<file path="config.mk">
export PLATFORM = sky130hd
export DESIGN_NAME = can_txbuf_abort_ctl
export DESIGN_NICKNAME = d
export VERILOG_FILES = /design/src/rtl/txabort_pkg.sv /design/src/rtl/txbuf_slot_fsm.sv /design/src/rtl/txirq_merge.sv /design/src/rtl/can_txbuf_abort_ctl.sv
export SDC_FILE = /design/constraint.sdc
export NUM_CORES = 1
export LEC_CHECK = 0
export ABC_AREA = 1
export CORE_ASPECT_RATIO = 0.6
export CORE_UTILIZATION = 44
export DETAILED_ROUTE_END_ITERATION = 8
export PLACE_DENSITY = 0.8
export SLEW_MARGIN = 0
export SYNTH_ARGS = -nofsm -noshare
export SYNTH_HDL_FRONTEND = slang
export SYNTH_SLANG_ARGS = --single-unit
</file>
<file path="constraint.sdc">
create_clock -name clk -period 1.91 [get_ports clk]
set_input_delay 0.382 -clock clk [delete_from_list [all_inputs] [get_ports clk]]
set_output_delay 0.382 -clock clk [all_outputs]
set_load 0.01 [all_outputs]
</file>
<file path="src/rtl/txabort_pkg.sv">
package txabort_pkg;
    localparam int REG_W   = 8;
    localparam int HI_LSB  = 4;

    typedef enum logic [1:0] {
        SLOT_EMPTY  = 2'd0,
        SLOT_QUEUED = 2'd1,
        SLOT_ACTIVE = 2'd2
    } slot_state_t;
endpackage

</file>
<file path="src/rtl/txbuf_slot_fsm.sv">
module txbuf_slot_fsm
    import txabort_pkg::*;
(
    input  logic clk,
    input  logic rst_n,
    input  logic srst_i,
    input  logic sched_i,
    input  logic abort_set_i,
    input  logic start_i,
    input  logic done_ok_i,
    input  logic fail_i,
    output logic empty_o,
    output logic ack_o,
    output logic abort_o,
    output logic ready_o
);
    slot_state_t state_q, state_d;
    logic        ack_q, ack_d;
    logic        abort_q, abort_d;
    logic        grant;

    // next-state and flag update logic
    always_comb begin
        state_d = state_q;
        grant   = 1'b0;
        unique case (state_q)
            SLOT_EMPTY: begin
                if (sched_i) state_d = SLOT_QUEUED;
            end
            SLOT_QUEUED: begin
                if (abort_q) begin
                    state_d = SLOT_EMPTY;
                    grant   = 1'b1;
                end else if (start_i) begin
                    state_d = SLOT_ACTIVE;
                end
            end
            SLOT_ACTIVE: begin
                if (done_ok_i) begin
                    state_d = SLOT_EMPTY;
                end else if (fail_i) begin
                    if (abort_q) begin
                        state_d = SLOT_EMPTY;
                        grant   = 1'b1;
                    end else begin
                        state_d = SLOT_QUEUED;
                    end
                end
            end
            default: state_d = SLOT_EMPTY;
        endcase

        if (grant)
            ack_d = 1'b1;
        else if (state_q == SLOT_EMPTY && state_d == SLOT_QUEUED)
            ack_d = 1'b0;
        else
            ack_d = ack_q;

        if (state_d == SLOT_EMPTY)
            abort_d = 1'b0;
        else if (abort_set_i && state_q != SLOT_EMPTY)
            abort_d = 1'b1;
        else
            abort_d = abort_q;
    end

    // state register
    always_ff @(posedge clk or negedge rst_n) begin
        if (!rst_n) begin
            state_q <= SLOT_EMPTY;
            ack_q   <= 1'b0;
            abort_q <= 1'b0;
        end else if (srst_i) begin
            state_q <= SLOT_EMPTY;
            ack_q   <= 1'b0;
            abort_q <= 1'b0;
        end else begin
            state_q <= state_d;
            ack_q   <= ack_d;
            abort_q <= abort_d;
        end
    end

    // outputs
    always_comb begin
        empty_o = (state_q == SLOT_EMPTY);
        ready_o = (state_q == SLOT_QUEUED) && !abort_q;
        ack_o   = ack_q;
        abort_o = abort_q;
    end
endmodule

</file>
<file path="src/rtl/txirq_merge.sv">
module txirq_merge #(
    parameter int NBUF = 3
) (
    input  logic [NBUF-1:0] empty_i,
    input  logic [NBUF-1:0] enable_i,
    output logic            irq_o
);
    logic [NBUF-1:0] hit;

    genvar g;
    generate
        for (g = 0; g < NBUF; g++) begin : g_hit
            assign hit[g] = empty_i[g] & enable_i[g];
        end
    endgenerate

    assign irq_o = |hit;
endmodule

</file>
<file path="src/rtl/can_txbuf_abort_ctl.sv">
module can_txbuf_abort_ctl
    import txabort_pkg::*;
#(
    parameter int NBUF = 3
) (
    input  logic                  clk,
    input  logic                  rst_n,
    input  logic                  srst,
    input  logic                  flag_wr,
    input  logic [REG_W-1:0]      flag_wdata,
    input  logic                  ctrl_wr,
    input  logic [REG_W-1:0]      ctrl_wdata,
    input  logic [NBUF-1:0]       eng_start,
    input  logic [NBUF-1:0]       eng_ok,
    input  logic [NBUF-1:0]       eng_fail,
    output logic [REG_W-1:0]      flag_rdata,
    output logic [REG_W-1:0]      ctrl_rdata,
    output logic [NBUF-1:0]       tx_ready,
    output logic                  tx_irq
);
    localparam int USED_LO = NBUF;
    localparam int USED_HI = HI_LSB + NBUF;

    logic [NBUF-1:0] empty, ack, abort_req, ie_q;
    logic            unused_wbits;

    assign unused_wbits = ^{flag_wdata[REG_W-1:USED_LO], ctrl_wdata[REG_W-1:USED_HI],
                            ctrl_wdata[HI_LSB-1:USED_LO]};

    genvar g;
    generate
        for (g = 0; g < NBUF; g++) begin : g_slot
            txbuf_slot_fsm u_slot (
                .clk         (clk),
                .rst_n       (rst_n),
                .srst_i      (srst),
                .sched_i     (flag_wr & flag_wdata[g]),
                .abort_set_i (ctrl_wr & ctrl_wdata[HI_LSB + g]),
                .start_i     (eng_start[g]),
                .done_ok_i   (eng_ok[g]),
                .fail_i      (eng_fail[g]),
                .empty_o     (empty[g]),
                .ack_o       (ack[g]),
                .abort_o     (abort_req[g]),
                .ready_o     (tx_ready[g])
            );
        end
    endgenerate

    always_ff @(posedge clk or negedge rst_n) begin
        if (!rst_n)       ie_q <= '0;
        else if (srst)    ie_q <= '0;
        else if (ctrl_wr) ie_q <= ctrl_wdata[NBUF-1:0];
    end

    txirq_merge #(.NBUF(NBUF)) u_irq (
        .empty_i  (empty),
        .enable_i (ie_q),
        .irq_o    (tx_irq)
    );

    always_comb begin
        flag_rdata = '0;
        ctrl_rdata = '0;
        flag_rdata[NBUF-1:0]        = empty;
        flag_rdata[HI_LSB +: NBUF]  = ack;
        ctrl_rdata[NBUF-1:0]        = ie_q;
        ctrl_rdata[HI_LSB +: NBUF]  = abort_req;
    end
endmodule

</file>
# == Word level (Yosys, flattened, before mapping) ==
# Cells that the tools add are included.
# word_totals
wordCells,113
regBits,15
in_bits,30
output_inout_bits,20
# op_classes
muxes,56
n_eq_ne,9
n_reduce_logical,29
n_bitwise,9
# ops
operator,n
$mux W2,18
$mux W1,30
$pmux W2 S3,3
$reduce_bool A3 Y1,6
$eq A2 B1 Y1 const B,6
$logic_not A2 Y1,6
$and A1 B1 Y1,9
$logic_and A1 B1 Y1,9
$reduce_bool A2 Y1,4
$eq A2 B2 Y1 const B,3
$mux W3,2
$pmux W1 S2,3
$logic_not A1 Y1,3
$reduce_or A3 Y1,1

# == Depth between registers and ports, before layout ==
# Gate-level depths: netlist of the first run.
# logic_depth
depth_word,9
mapped_depth,11
ltp_nobuf,11

# == Cells and area by module ==
# Synthesis of the first run repeated with hierarchy kept, for this count alone.
# unflattened
cells_unflattened,173
hier_area_um2,1197.4
# modules_own_cells
mod,area_per_inst_um2,instances,seq_area_each_um2,cells_each
txbuf_slot_fsm,326.6,3,100.1,46
can_txbuf_abort_ctl,201.4,1,75.1,31
txirq_merge,16.3,1,0.0,4

# == Worst setup path after synthesis of the first run ==
# Ideal clock, no wire load.
# synth_timing
kind,reg2reg
startpoint,register g_slot[2].u_slot.state_q[0]
endpoint,register g_slot[2].u_slot.ack_q
stages_incl_launch_ff,10
slack_ns,0.494
synth_period_minus_slack_ns,1.416
path_buffers,0
required_ns,1.781
arrival_time_ns,1.288
setup_ns,0.129
cell_sequence,dfrtp_1 -> inv_1 -> ha_1 -> inv_1 -> nor2_1 -> o211ai_2 -> a21oi_4 -> nand2_1 -> nand2_1 -> a21oi_2
# synth_via
elab_chain_len,6
word_cells_on_any_way,15
cone_classes,3 x eq/ne; 9 x mux; 3 x reduce/logical
# synth_rtl
item,line,rtl
from (decl),txbuf_slot_fsm.sv:17,"slot_state_t state_q, state_d;"
from (signal assigned),txbuf_slot_fsm.sv:79,state_q <= state_d;
"$mux W2, on equally long branches","txbuf_slot_fsm.sv:41, txbuf_slot_fsm.sv:34",
"$mux W2, on equally long branches","txbuf_slot_fsm.sv:39, txbuf_slot_fsm.sv:31",
$pmux W2 S3,txbuf_slot_fsm.sv:26,unique case (state_q)
$eq A2 B1 Y1,txbuf_slot_fsm.sv:55,else if (state_q == SLOT_EMPTY && state_d == SLOT_QUEUED)
$logic_and A1 B1 Y1,txbuf_slot_fsm.sv:55,
$reduce_bool A3 Y1 (no source line),n/a,
to (signal assigned),txbuf_slot_fsm.sv:80,ack_q <= ack_d;
to (decl),txbuf_slot_fsm.sv:18,"logic ack_q, ack_d;"
# Parallel ways exist; a longest one is shown, timed or not.
# A chain may end at the register's enable or synchronous reset.

# == Worst setup path in the final report of the first run ==
# layout_timing
startpoint,register g_slot[2].u_slot.state_q[0]
endpoint,output port tx_ready[2]
# layout_via
elab_chain_len,2
# layout_rtl
item,line,rtl
$eq A2 B1 Y1,txbuf_slot_fsm.sv:88,ready_o = (state_q == SLOT_QUEUED) && !abort_q;
$logic_and A1 B1 Y1,txbuf_slot_fsm.sv:88,
to (decl),can_txbuf_abort_ctl.sv:18,"output logic [NBUF-1:0] tx_ready,"
# No other way between the ends.

==> results of run 1 <==
-- worst paths after layout --
path                                                   from                  endpoint  depth (start not counted)
worst max-delay path            g_slot[2].u_slot.state_q[0]               tx_ready[2]                          5
worst min-delay path                                  rst_n    g_slot[1].u_slot.ack_o                          2
worst max register to register  g_slot[2].u_slot.state_q[0]    g_slot[2].u_slot.ack_o                         10
worst min register to register       g_slot[2].u_slot.ack_o    g_slot[2].u_slot.ack_o                          2
max in group asynchronous                             rst_n  g_slot[2].u_slot.abort_o                          2
min in group clk                     g_slot[2].u_slot.ack_o    g_slot[2].u_slot.ack_o                          2
-- registers in the layout, summed over array words and instances (netlist names) --
name	flops
g_slot.u_slot.state_q	6
ie_q	3
g_slot.u_slot.ack_o	3
g_slot.u_slot.abort_o	3
-- area by class of cell --
type	count	area (µm²)	share of cell area (%)
Clock buffer	3	41.29	2.369
Tap cell	40	50.05	2.872
Timing Repair Buffer	50	457.9	26.27
Sequential cell	15	375.4	21.54
Inverter	32	120.1	6.892
Clock inverter	1	5.005	0.2872
Multi-Input combinational cell	112	693.2	39.77
-- worst max-delay path, cell delays in order, from the launching register on --
cell and delay (ns):
dfrtp_1 0.38, buf_4 0.15, ha_1 0.22, inv_2 0.09, nor2_4 0.04, dlygate4sd2_1 0.29
-- Yosys cell counts (4+ instances only) --
cell / count
a21oi_1: 4
a21oi_2: 7
buf_4: 16
dfrtp_1: 15
ha_1: 12
inv_1: 25
inv_2: 7
nand2_1: 35
nand2_2: 4
nand3_1: 17
nor2_1: 9
nor2_2: 4
nor2_4: 4
-- kinds of logic (layout without fill, tap and decap cells) --
kind of cell    Yosys count  after routing  share of synthesized area, %
compound gates           19             19                         11.09
flops                    15             15                         28.93
fa+ha+maj                12             12                         11.57
simple gates             77             77                         29.22
other cells               1              4                        0.2890
buf+inv                  49             86                         18.90
-- stage by stage --
step | instance area [µm²] | cells | worst slack (ns) | total power [mW]
after floorplan | 1309 | 176 | 0.4936 | 0.5497
after detailed placement | 1682 | 246 | 0.009325 | 0.6873
after global placement | 1682 | 246 | 0.04000 | 0.6739
final | 1743 | 253 | 0.08237 | 0.9482
after global routing | 1743 | 253 | 0.02023 | 1.007
after CTS | 1747 | 253 | 0.01734 | 0.9530
-- where the power goes --
group	internal [mW]	switching (mW)
sequential	0.331	0.0122
combinational	0.158	0.179
clock	0.145	0.122
-- what timing repair did --
item	4_1_cts	5_1_grt
endpoints found under the setup margin	7	2
resized for setup	11	3
setup buffers	3	0
cloned	0	0
pin swaps	0	0
-- routing by layer --
metal / global-route usage (%) / vias up
li1: - / 593
met1: 28.22 / 557
met2: 37.01 / 43
met3: 7.062 / 4
met4: 6.667 / 0
met5: 0 / -
==> results.ini, run 1 <==
[outcome]
status = completed

[synthesis]
avgSynthCellArea_um2 = 7.500
yosys.area.top_type_share_pct = 28.93
synth-edff-count = 0
synth_cells = 173
synth_area_leaders = dfrtp_1, ha_1, nand2_1, buf_4, inv_1
dominantRegCellSynth = dfrtp_1
yosysWarnings = 0
ys_seq_elements = 15
async_flop_share_pct = 100.0
yosys.area.top_type = dfrtp_1
synth_seq_area_share_pct = 28.93
syn_area_um2 = 1297
synth_cell_types = 23

[detailed_routing]
drc = 0
drt-vias-per-instance = 4.731
postRouteAntennaNets = 0
routed.top_layer = met4
drt_iter0_drc = 45
routedWlPerCell_um = 12.20
wl_met3_um = 201
drt_wl_total_mm = 3.086
vias = 1197
firstDrtPassIters = 4
met2_length_mm = 1.438
wirelength_met1_mm = 1.419

[grt]
gr-total-overflow = 0
grt_usage_pct = 22.26
grt_max_degree = 16
grt_pass1_wl_mm = 5.244
grt_pass1_vias = 1197
antenna_found_initial = 0

[cells_and_area]
layout_common_cells = nand2_1, clkdlybuf4s50_1, inv_1
drive_gt1_share_pct = 24.41
nets = 256
layout_commonest_cell = nand2_1
antennaDiodeCount = 0
fillCellCount = 215
finish.utilization_pct = 65.89
area_growth_pct = 34.33

[timing]
slew_violations = 0
hold_viol_final = 0
fin_skew_ns = 0.009468
tns_ns = 0
whs_ns = 0.4501
period_share_pct = 95.69
fin_crit_ns = 1.828
rsz0062_at_grt = no
max_freq_ghz = 0.5472
setup_violations = 0

[floorplanning]
initial_core_util_pct = 49.05
die_h_um = 44.07
ios = 50
die_area_um2 = 3177
rows = 14
die_x_um = 72.11
core_um2 = 2645

[clock_network]
clockBufferDepth = 2
cts.hold.buffers_added = 0
cts_buffers = 3
clkSinkCount = 15
path_clk_slew_ns = 0.07
cts_max_level = 1
cts_tree = done
insertion_delay_ns = 0.26
cts-root-buf = clkbuf_8

[placed_design]
routabilityCongestion = 0.8286
place_hpwl_mm = 2.575
port_buffers = 38

[worst_hold_path]
hold_class = in2async

[power]
ir_worst_vdd_uv = 357.2
p_leak_nw = 0.8357
power_density_nw_per_um2 = 544.0

[worst_setup_path]
cp-start-kind = register
reg2reg_slack_ns = 0.30
path_max_fanout = 3
cp.required_ns = 1.53
worstSetupEndpointType = output pin
arrival_ns = 1.45
crit_type = reg2out

[flow_run]
maxCapViolations = 0

(Power assumes the default switching activity.)
==> run 2: changes to the inputs <==
--- a/config.mk
+++ b/config.mk
@@ -10,6 +10,8 @@
 export CORE_UTILIZATION = 44
 export DETAILED_ROUTE_END_ITERATION = 8
 export PLACE_DENSITY = 0.8
+export SETUP_SLACK_MARGIN = 0.4
+export SKIP_CTS_REPAIR_TIMING = 1
 export SLEW_MARGIN = 0
 export SYNTH_ARGS = -nofsm -noshare
 export SYNTH_HDL_FRONTEND = slang
==> results.ini, run 2 (same netlist as run 1, synthesis figures left out) <==
[outcome]
status = completed

[worst_setup_path]
crit_type = reg2out
cp.required_ns = 1.53
path_cells = inv_2 -> ha_1 -> inv_1 -> nor2_4 -> buf_6
arrival_ns = 1.29
crit_buf_inv = 3
path_max_fanout = 3
cpMaxStageDelayCell = dfrtp_1
cpPeakStageDelay_ns = 0.40
cp_top_family = flip-flops
cp-start-kind = register
worstSetupEndpointType = output pin

[detailed_routing]
drc = 0
vias = 1291
firstDrtPassIters = 4
postRouteAntennaNets = 0
drt-vias-per-instance = 4.835
routedWlPerCell_um = 13.86
drt_wl_total_mm = 3.700
drt_iter0_drc = 42

[grt]
grt_usage_pct = 22.06
grt_pass1_wl_mm = 5.181
use_met1_pct = 28.08
globalRouteMet2Util_pct = 36.45
met3_usage_pct = 7.062
antenna_found_initial = 0
grt_max_degree = 16
grt-busiest-layer = met2
grt_pass1_vias = 1174
gr-total-overflow = 0

[power]
p_seq_share_pct = 32.6
p_switching_uw = 364.2
clkPwrFrac_pct = 25.9
p_leak_nw = 1.079
p_int_uw = 693.2
swShare_pct = 34.44
power_density_nw_per_um2 = 520.1
ir_worst_vdd_uv = 374.0
p_comb_share_pct = 41.5

[floorplanning]
initial_core_util_pct = 49.05
die_h_um = 44.07
core_um2 = 2645
die_x_um = 72.11
ios = 50
die_area_um2 = 3177
rows = 14

[clock_network]
cts_buffers = 3
path_clk_slew_ns = 0.07
cts-root-buf = clkbuf_8
insertion_delay_ns = 0.26
cts_tree = done
cts_max_level = 1
clkSinkCount = 15
clockBufferDepth = 2

[timing]
max_freq_ghz = 0.5971
hold_viol_final = 0
fin_crit_ns = 1.675
period_share_pct = 87.68
fin_skew_ns = 0.007177
whs_ns = 0.4514
slew_violations = 0
setup_violations = 0
rsz0062_at_grt = yes

[cells_and_area]
final_cells = 267
layout_commonest_cell = nand2_1
largest_register = g_slot.u_slot.state_q
finish.utilization_pct = 76.87
largest_register_ff_count = 6
nets = 270
antennaDiodeCount = 0
drive_gt1_share_pct = 42.29
layout_common_cells = nand2_1, buf_4, clkdlybuf4s50_1
area_growth_pct = 56.70
fillCellCount = 171

[placed_design]
numPlacedInstances = 246
routabilityCongestion = 0.8286
port_buffers = 38
place_hpwl_mm = 2.575

[worst_hold_path]
hold_class = in2async

[flow_run]
maxCapViolations = 0

[run 2: worst paths after layout]
check | startpoint | cells past startpoint | endpoint | slack, ns
min in group clk | g_slot[1].u_slot.ack_o | 2 | g_slot[1].u_slot.ack_o | 0.52
hold reg to reg | g_slot[1].u_slot.ack_o | 2 | g_slot[1].u_slot.ack_o | 0.52
max in group asynchronous | rst_n | 2 | g_slot[0].u_slot.abort_o | 1.25
setup / recovery | g_slot[0].u_slot.state_q[1] | 5 | tx_ready[0] | 0.24
hold / removal | rst_n | 2 | g_slot[2].u_slot.ack_o | 0.45
setup reg to reg | g_slot[1].u_slot.state_q[0] | 11 | g_slot[1].u_slot.abort_o | 0.32
[run 2: area by class of cell]
type                       instances  area (µm²)  share of cell area [%]
multi-input combinational        112       825.8                   40.62
sequential                        15       379.1                   18.65
clock buffer                       3       41.29                   2.031
tap                               40       50.05                   2.462
timing repair buffer              64       611.8                   30.09
inverter                          32       120.1                   5.908
clock inverter                     1       5.005                  0.2462
[run 2: stage by stage]
| stage | instance area [µm²] | setup slack (ns) | TNS, ns | power [mW] |
|---|---|---|---|---|
| 3_5_place_dp | 1682 | 0.009325 | 0 | 0.6873 |
| 5_1_grt | 2033 | 0.1859 | 0 | 1.109 |
| 4_1_cts | 1728 | -0.2874 | -1.180 | 0.9571 |
| 2_1_floorplan | 1309 | 0.4936 | 0 | 0.5497 |
| 3_3_place_gp | 1682 | 0.04000 | 0 | 0.6739 |
| 6_report | 2033 | 0.2353 | 0 | 1.057 |
[run 2: worst register-to-register path, delay by kind of cell, from the launching register on]
kind                     cells  cell delay, ns
AO/OA/AOI/OAI                1            0.09
adder cells (fa/ha/maj)      1            0.14
buffers and inverters        3            0.28
flip-flops                   1            0.41
AND/OR/NAND/NOR              6            0.59
[run 2: per-layer routing]
| metal | share of wire (%) | up-vias |
|---|---|---|
| li1 | - | 625 |
| met1 | 45 | 615 |
| met2 | 49 | 45 |
| met3 | 5.2 | 6 |
| met4 | 1.2 | 0 |
| met5 | 0 | - |
[run 2: power groups by stage]
stage	Sequential (mW)	Combinational [mW]	Clock, mW
floorplan	0.350	0.199	0
global placement	0.351	0.323	0
detailed placement	0.352	0.336	0
CTS	0.346	0.337	0.274
global route	0.346	0.472	0.290
finish	0.345	0.438	0.274
